===== src/rtl/kbd_pkg.sv =====
package kbd_pkg;
  localparam int unsigned KBD_READY_BIT = 15;
  localparam int unsigned KBD_IE_BIT    = 14;

  typedef enum logic [1:0] {
    SEL_NONE   = 2'd0,
    SEL_STATUS = 2'd1,
    SEL_DATA   = 2'd2
  } kbd_sel_e;
endpackage


===== src/rtl/kbd_rst_sync.sv =====
module kbd_rst_sync (
  input  logic clk,
  input  logic rst_n,
  output logic rst_sync_n
);
  logic stage_q;
  logic out_q;

  always_ff @(posedge clk or negedge rst_n) begin
    if (!rst_n) begin
      stage_q <= 1'b0;
      out_q   <= 1'b0;
    end else begin
      stage_q <= 1'b1;
      out_q   <= stage_q;
    end
  end

  assign rst_sync_n = out_q;
endmodule


===== src/rtl/kbd_addr_decode.sv =====
module kbd_addr_decode
  import kbd_pkg::*;
#(
  parameter int unsigned    ADDR_W      = 16,
  parameter logic [ADDR_W-1:0] STATUS_ADDR = 16'hFE00,
  parameter logic [ADDR_W-1:0] DATA_ADDR   = 16'hFE02
) (
  input  logic [ADDR_W-1:0] addr,
  input  logic              rd,
  input  logic              wr,
  output kbd_sel_e          sel,
  output logic              data_rd,
  output logic              status_wr
);
  always_comb begin
    if (addr == STATUS_ADDR)    sel = SEL_STATUS;
    else if (addr == DATA_ADDR) sel = SEL_DATA;
    else                        sel = SEL_NONE;
  end

  assign data_rd   = rd && (sel == SEL_DATA);
  assign status_wr = wr && (sel == SEL_STATUS);
endmodule


===== src/rtl/kbd_char_hold.sv =====
module kbd_char_hold #(
  parameter int unsigned CHAR_W = 8
) (
  input  logic              clk,
  input  logic              rst_n,
  input  logic              key_valid,
  input  logic [CHAR_W-1:0] key_code,
  input  logic              data_rd,
  output logic              ready,
  output logic [CHAR_W-1:0] char_q
);
  logic              ready_q;
  logic              ready_d;
  logic [CHAR_W-1:0] char_d;
  logic              accept;
  logic              char_en;

  // Capture allowed when empty, or when the held char is being taken now
  always_comb begin
    accept  = key_valid && (!ready_q || data_rd);
    char_en = accept;
    char_d  = key_code;
    if (accept)       ready_d = 1'b1;
    else if (data_rd) ready_d = 1'b0;
    else              ready_d = ready_q;
  end

  always_ff @(posedge clk or negedge rst_n) begin
    if (!rst_n) begin
      ready_q <= 1'b0;
      char_q  <= '0;
    end else begin
      ready_q <= ready_d;
      if (char_en) char_q <= char_d;
    end
  end

  assign ready = ready_q;

  AST_HOLD_WHILE_READY: assert property (@(posedge clk) disable iff (!rst_n)
    (ready_q && !data_rd) |=> ($stable(char_q) && ready_q));
  AST_CLEAR_ON_READ: assert property (@(posedge clk) disable iff (!rst_n)
    (ready_q && data_rd && !key_valid) |=> !ready_q);
  AST_READ_AND_KEY: assert property (@(posedge clk) disable iff (!rst_n)
    (data_rd && key_valid) |=> (ready_q && char_q == $past(key_code)));
  AST_NO_KEY_NO_CHANGE: assert property (@(posedge clk) disable iff (!rst_n)
    !key_valid |=> $stable(char_q));
  AST_SET_ON_KEY: assert property (@(posedge clk) disable iff (!rst_n)
    key_valid |=> ready_q);
endmodule


===== src/rtl/kbd_irq_ctrl.sv =====
module kbd_irq_ctrl (
  input  logic clk,
  input  logic rst_n,
  input  logic status_wr,
  input  logic ie_wdata,
  input  logic ready,
  output logic ie,
  output logic irq
);
  logic ie_q;
  logic ie_d;
  logic ie_en;

  always_comb begin
    ie_en = status_wr;
    ie_d  = ie_wdata;
  end

  always_ff @(posedge clk or negedge rst_n) begin
    if (!rst_n)     ie_q <= 1'b0;
    else if (ie_en) ie_q <= ie_d;
  end

  assign ie  = ie_q;
  assign irq = ready && ie_q;

  AST_IE_FOLLOWS_WRITE: assert property (@(posedge clk) disable iff (!rst_n)
    status_wr |=> (ie_q == $past(ie_wdata)));
  AST_IE_HOLDS: assert property (@(posedge clk) disable iff (!rst_n)
    !status_wr |=> $stable(ie_q));
endmodule


===== src/rtl/kbd_input_port.sv =====
module kbd_input_port
  import kbd_pkg::*;
#(
  parameter int unsigned    ADDR_W      = 16,
  parameter int unsigned    BUS_W       = 16,
  parameter int unsigned    CHAR_W      = 8,
  parameter logic [ADDR_W-1:0] STATUS_ADDR = 16'hFE00,
  parameter logic [ADDR_W-1:0] DATA_ADDR   = 16'hFE02
) (
  input  logic              clk,
  input  logic              rst_n,
  input  logic [ADDR_W-1:0] bus_addr,
  input  logic              bus_rd,
  input  logic              bus_wr,
  input  logic [BUS_W-1:0]  bus_wdata,
  output logic [BUS_W-1:0]  bus_rdata,
  input  logic              key_valid,
  input  logic [CHAR_W-1:0] key_code,
  output logic              irq
);
  localparam int unsigned PAD_W = BUS_W - CHAR_W;

  logic              rst_sync_n;
  kbd_sel_e          sel;
  logic              data_rd;
  logic              status_wr;
  logic              ready;
  logic              ie;
  logic [CHAR_W-1:0] char_q;
  logic [BUS_W-1:0]  status_word;
  logic [BUS_W-1:0]  data_word;

  kbd_rst_sync u_rst_sync (
    .clk        (clk),
    .rst_n      (rst_n),
    .rst_sync_n (rst_sync_n)
  );

  kbd_addr_decode #(
    .ADDR_W      (ADDR_W),
    .STATUS_ADDR (STATUS_ADDR),
    .DATA_ADDR   (DATA_ADDR)
  ) u_decode (
    .addr      (bus_addr),
    .rd        (bus_rd),
    .wr        (bus_wr),
    .sel       (sel),
    .data_rd   (data_rd),
    .status_wr (status_wr)
  );

  kbd_char_hold #(
    .CHAR_W (CHAR_W)
  ) u_hold (
    .clk       (clk),
    .rst_n     (rst_sync_n),
    .key_valid (key_valid),
    .key_code  (key_code),
    .data_rd   (data_rd),
    .ready     (ready),
    .char_q    (char_q)
  );

  kbd_irq_ctrl u_irq (
    .clk       (clk),
    .rst_n     (rst_sync_n),
    .status_wr (status_wr),
    .ie_wdata  (bus_wdata[KBD_IE_BIT]),
    .ready     (ready),
    .ie        (ie),
    .irq       (irq)
  );

  always_comb begin
    status_word                = '0;
    status_word[KBD_READY_BIT] = ready;
    status_word[KBD_IE_BIT]    = ie;
    data_word                  = {{PAD_W{1'b0}}, char_q};
  end

  always_comb begin
    unique case (sel)
      SEL_STATUS: bus_rdata = status_word;
      SEL_DATA:   bus_rdata = data_word;
      default:    bus_rdata = '0;
    endcase
  end

  AST_DATA_UPPER_ZERO: assert property (@(posedge clk) disable iff (!rst_sync_n)
    (sel == SEL_DATA) |-> (bus_rdata[BUS_W-1:CHAR_W] == '0));
  AST_STATUS_LOW_ZERO: assert property (@(posedge clk) disable iff (!rst_sync_n)
    (sel == SEL_STATUS) |-> (bus_rdata[KBD_IE_BIT-1:0] == '0));
  AST_UNMAPPED_ZERO: assert property (@(posedge clk) disable iff (!rst_sync_n)
    (sel == SEL_NONE) |-> (bus_rdata == '0));
  AST_STATUS_READ_CLEAN: assert property (@(posedge clk) disable iff (!rst_sync_n)
    (bus_rd && sel == SEL_STATUS && !key_valid) |=> $stable(ready));
  AST_IRQ_NEEDS_BOTH: assert property (@(posedge clk) disable iff (!rst_sync_n)
    irq |-> (bus_rdata == status_word || sel != SEL_STATUS) && ready && ie);
endmodule


===== config.mk =====
export PLATFORM = sky130hd
export DESIGN_NAME = kbd_input_port
export DESIGN_NICKNAME = d
export VERILOG_FILES = /design/src/rtl/kbd_pkg.sv /design/src/rtl/kbd_rst_sync.sv /design/src/rtl/kbd_addr_decode.sv /design/src/rtl/kbd_char_hold.sv /design/src/rtl/kbd_irq_ctrl.sv /design/src/rtl/kbd_input_port.sv
export SDC_FILE = /design/constraint.sdc
export NUM_CORES = 1
export LEC_CHECK = 0
export CORE_MARGIN = 2
export CORE_UTILIZATION = 50
export CTS_CLUSTER_DIAMETER = 40
export CTS_CLUSTER_SIZE = 10
export DETAILED_ROUTE_END_ITERATION = 8
export DONT_BUFFER_PORTS = 1
export PLACE_DENSITY = 0.75
export SETUP_SLACK_MARGIN = 0.1
export SYNTH_ARGS = -nofsm -noshare
export SYNTH_HDL_FRONTEND = slang
export SYNTH_SLANG_ARGS = --single-unit

===== constraint.sdc =====
create_clock -name clk -period 3.35 [get_ports clk]
set_clock_uncertainty 0.05 [all_clocks]
set_input_delay 0.67 -clock clk [delete_from_list [all_inputs] [get_ports clk]]
set_output_delay 0.67 -clock clk [all_outputs]
set_load 0.05 [all_outputs]

==> results list <==
* Outcome: completed
- In the global route stage, overall resource usage came out at 0.204.
- At the worst endpoint, the arrival time is 2.21 ns.
* Root buf cell: sky130_fd_sc_hd__clkbuf_4
- The number of pins with negative max-slew slack in the final report is 0.
- Summed negative setup slack over all endpoints: 0 ns
* Most Used Layer, Global Route: met2
- Width of the die: 43.6 um
- TritonCTS clock tree: done
- CP Launch Type: input port
- Total DRC errors in the routed layout: 0
- Number of setup buffers added after CTS: 0
- By startpoint and endpoint, the worst setup path is classified as in2out.
- The critical path contains buffers and inverters numbering 0 combined.
- Comb pwr share: 0.111
- Count of hold buffers inserted by post-cts repair: 0
* Hold Crit Class: in2async
- The worst-case IR drop observed on VDD is 244 uV.
- The tree built by TritonCTS fans out to 12 sinks.
* Hold Vio Cnt, Final: 0
- The detailed router placed 694 vias in this run.
* Max transition margin: 0.491
- The final layout contains routed wiring with a total length of 1690 um.
- Share of total power consumed by net switching: 0.261
- For this design the ratio of total power to cell area is 330 nW/um^2.
- Yosys printed 0 warnings.
- Final Wtd Congestion: 0.824
- Net count, final: 140
* Worst hold margin: 0.0243 ns
- TritonCTS created 3 clock buffers.
- Sequential-to-total area share from yosys stat: 0.382
* Latest clock arrival within the worst-skew pair: 0.28 ns
- Clock network fraction of total power: 0.371
- Clock slew at the register clock pins of the worst setup and hold paths: 0.07 ns
- Via/cell ratio: 6.31
- The number of antenna violations at the first check in global routing is 0.
- Cell row count: 14
- Clock tree buffer depth: 2
* Worst slack, placed: 0.415 ns
- 0 antenna diodes ended up in the layout.
- Routed length per placed instance: 15.4 um
* Die outline area: 1900 um^2
- Congestion Overflow GR: 0
- Critical Path Sink Type: output pin
* Pin count of the biggest net entering global routing: 13
* Total of max-cap violations: 0
* Resized cells post-CTS: 0
- At the pin with the least slew margin, the transition time is 0.757 ns.
* Slowest stage cell on the critical path: sky130_fd_sc_hd__or4b_2
- Final standard cell count with taps included and fillers excluded: 110
* Die height: 43.6 um
- IO buf count: 0
- Starting density of the core: 0.528
- Remaining antenna violation count: 0
- Once detailed placement completed, the half-perimeter wirelength came to 1330 um.
* Sequential share of power: 0.518
* Cell count after synthesis: 87
- Vias in the first global route: 651
* Period utilisation layout: 0.876
* Maximum fanout along the worst path: 3
- Number of detailed-route iterations in the first pass: 4
- Setup slack after layout: 0.416 ns
- The synthesized netlist occupies a cell area of 786 um^2.
- In this run, synthesis produced a sequential element count of 12.
- After detailed placement, the design holds a cell count of 106.
* Number of primary I/O pins: 62
- Final setup fails: 0
- Summed over all cells, the static leakage comes to 0.000371 uW.
* Count of different cell masters after synthesis: 22
- In this run, the number of DRC markers left after iteration 0 of detailed routing was 24.
* Met2 GRT Util: 0.309
* Area growth, synth to finish: 22.6%
- Highest cell delay on the worst timing path: 0.70 ns
* Internal Power: 235 uW
* Largest delay contributor family on the critical path: simple AND/OR/NAND/NOR gates
* CP Data Required Time: 2.63 ns
* Critical path cell sequence: or4b_2 -> nor4_2 -> and2_1
* F_max: 341 MHz
- Core Area: 1490 um^2
* Proportion of layout cells with a drive suffix above 1: 0.191
- The first global-routing pass estimated 2830 um of wire.
- Met3 layer usage reported by global route: 0.108
- Level count of the clock H-tree: 1
* Post-route minimum period: 2.93 ns
- Met1 capacity usage during global routing: 0.236
- RSZ-0062 raised after global routing: false
- P_sw: 83.1 uW
- The average instance in the mapped netlist occupies 9.03 um^2.
[final timing paths]
| check | startpoint | endpoint | slack (ns) | cells after the start |
|---|---|---|---|---|
| worst max-delay path | bus_addr[3] | bus_rdata[15] | 0.42 | 3 |
| worst min-delay path | rst_n | u_rst_sync.rst_sync_n | 0.02 | 0 |
| worst max register to register | u_hold.ready | u_hold.char_q[2] | 2.15 | 3 |
| worst min register to register | u_rst_sync.rst_sync_n | u_hold.char_q[2] | 0.10 | 0 |
| max in group asynchronous | u_rst_sync.rst_sync_n | u_irq.ie | 2.87 | 0 |
| min in group clk | u_rst_sync.stage_q | u_rst_sync.rst_sync_n | 0.31 | 0 |
[power groups by stage]
| stage | Clock, uW | Sequential, uW | Combinational (uW) |
|---|---|---|---|
| finish | 118 | 165 | 35.2 |
| detailed placement | 0 | 168 | 34.9 |
| global placement | 0 | 167 | 34.0 |
| floorplan | 0 | 165 | 41.1 |
| CTS | 121 | 165 | 35.1 |
| global route | 128 | 167 | 38.1 |
[cells by family after synthesis]
group | after synthesis | synth area share
flops | 12 | 0.382
mux | 1 | 0.0143
simple gates | 52 | 0.425
buf+inv | 11 | 0.0828
compound gates | 9 | 0.0860
other cells | 2 | 0.00956
[layer usage]
| layer | wire length (um) | share of wire |
|---|---|---|
| met1 | 629 | 0.37 |
| met2 | 848 | 0.50 |
| met3 | 183 | 0.11 |
| met4 | 31 | 0.018 |
| met5 | 0 | 0 |
[sequential cells by signal, summed over array words and instances (netlist names)]
signal,flops
u_rst_sync.stage_q,1
u_hold.char_q,8
u_hold.ready,1
u_rst_sync.rst_sync_n,1
u_irq.ie,1
[cell usage in the layout (no fill, tap or decap), types with 2 or more instances in the layout]
master | Yosys | layout
sky130_fd_sc_hd__and2_1 | 11 | 11
sky130_fd_sc_hd__buf_12 | 0 | 8
sky130_fd_sc_hd__clkbuf_4 | 0 | 3
sky130_fd_sc_hd__conb_1 | 2 | 7
sky130_fd_sc_hd__dfrtp_1 | 12 | 12
sky130_fd_sc_hd__nand2_1 | 11 | 11
sky130_fd_sc_hd__nand3_1 | 8 | 8
sky130_fd_sc_hd__nand4_1 | 9 | 9
sky130_fd_sc_hd__nand4b_1 | 2 | 2
sky130_fd_sc_hd__nor4_2 | 3 | 3
sky130_fd_sc_hd__o211ai_1 | 8 | 8
sky130_fd_sc_hd__or4_1 | 2 | 2
[synthesized netlist by cell type]
| cell type | count | area, um^2 |
|---|---|---|
| sky130_fd_sc_hd__conb_1 | 2 | 7.51 |
| sky130_fd_sc_hd__nand4_1 | 9 | 56.3 |
| sky130_fd_sc_hd__or4b_1 | 1 | 10.0 |
| sky130_fd_sc_hd__buf_4 | 6 | 45.0 |
| sky130_fd_sc_hd__nor2b_1 | 1 | 6.26 |
| sky130_fd_sc_hd__nand4bb_1 | 1 | 11.3 |
| sky130_fd_sc_hd__nand2b_1 | 1 | 6.26 |
| sky130_fd_sc_hd__or4b_2 | 1 | 10.0 |
| sky130_fd_sc_hd__buf_2 | 1 | 5.00 |
| sky130_fd_sc_hd__dfrtp_1 | 12 | 300 |
| sky130_fd_sc_hd__o211ai_1 | 8 | 60.1 |
| sky130_fd_sc_hd__nand3_1 | 8 | 40.0 |
| sky130_fd_sc_hd__mux2_1 | 1 | 11.3 |
| sky130_fd_sc_hd__buf_1 | 3 | 11.3 |
| sky130_fd_sc_hd__nand2_1 | 11 | 41.3 |
| sky130_fd_sc_hd__a21o_1 | 1 | 7.51 |
| sky130_fd_sc_hd__or4b_4 | 1 | 13.8 |
| sky130_fd_sc_hd__nand4b_1 | 2 | 17.5 |
| sky130_fd_sc_hd__and2_1 | 11 | 68.8 |
| sky130_fd_sc_hd__or4_1 | 2 | 15.0 |
| sky130_fd_sc_hd__clkbuf_1 | 1 | 3.75 |
| sky130_fd_sc_hd__nor4_2 | 3 | 37.5 |
[final cells by class]
cell class | count | area (um^2)
multi-input cells | 69 | 439
fillers | 128 | 526
repair buffers | 9 | 168
flip-flops and latches | 12 | 300
well taps | 16 | 20.0
clock buffers | 4 | 36.3
[per-stage QoR]
stage / total power [uW] / area [um^2] / utilization
floorplan: 206 / 805 / -
global route: 333 / 963 / 0.647
detailed placement: 203 / 927 / 0.623
global placement: 201 / 927 / 0.623
finish: 318 / 963 / 0.647
CTS: 321 / 963 / 0.647
(Power assumes the default switching activity.)
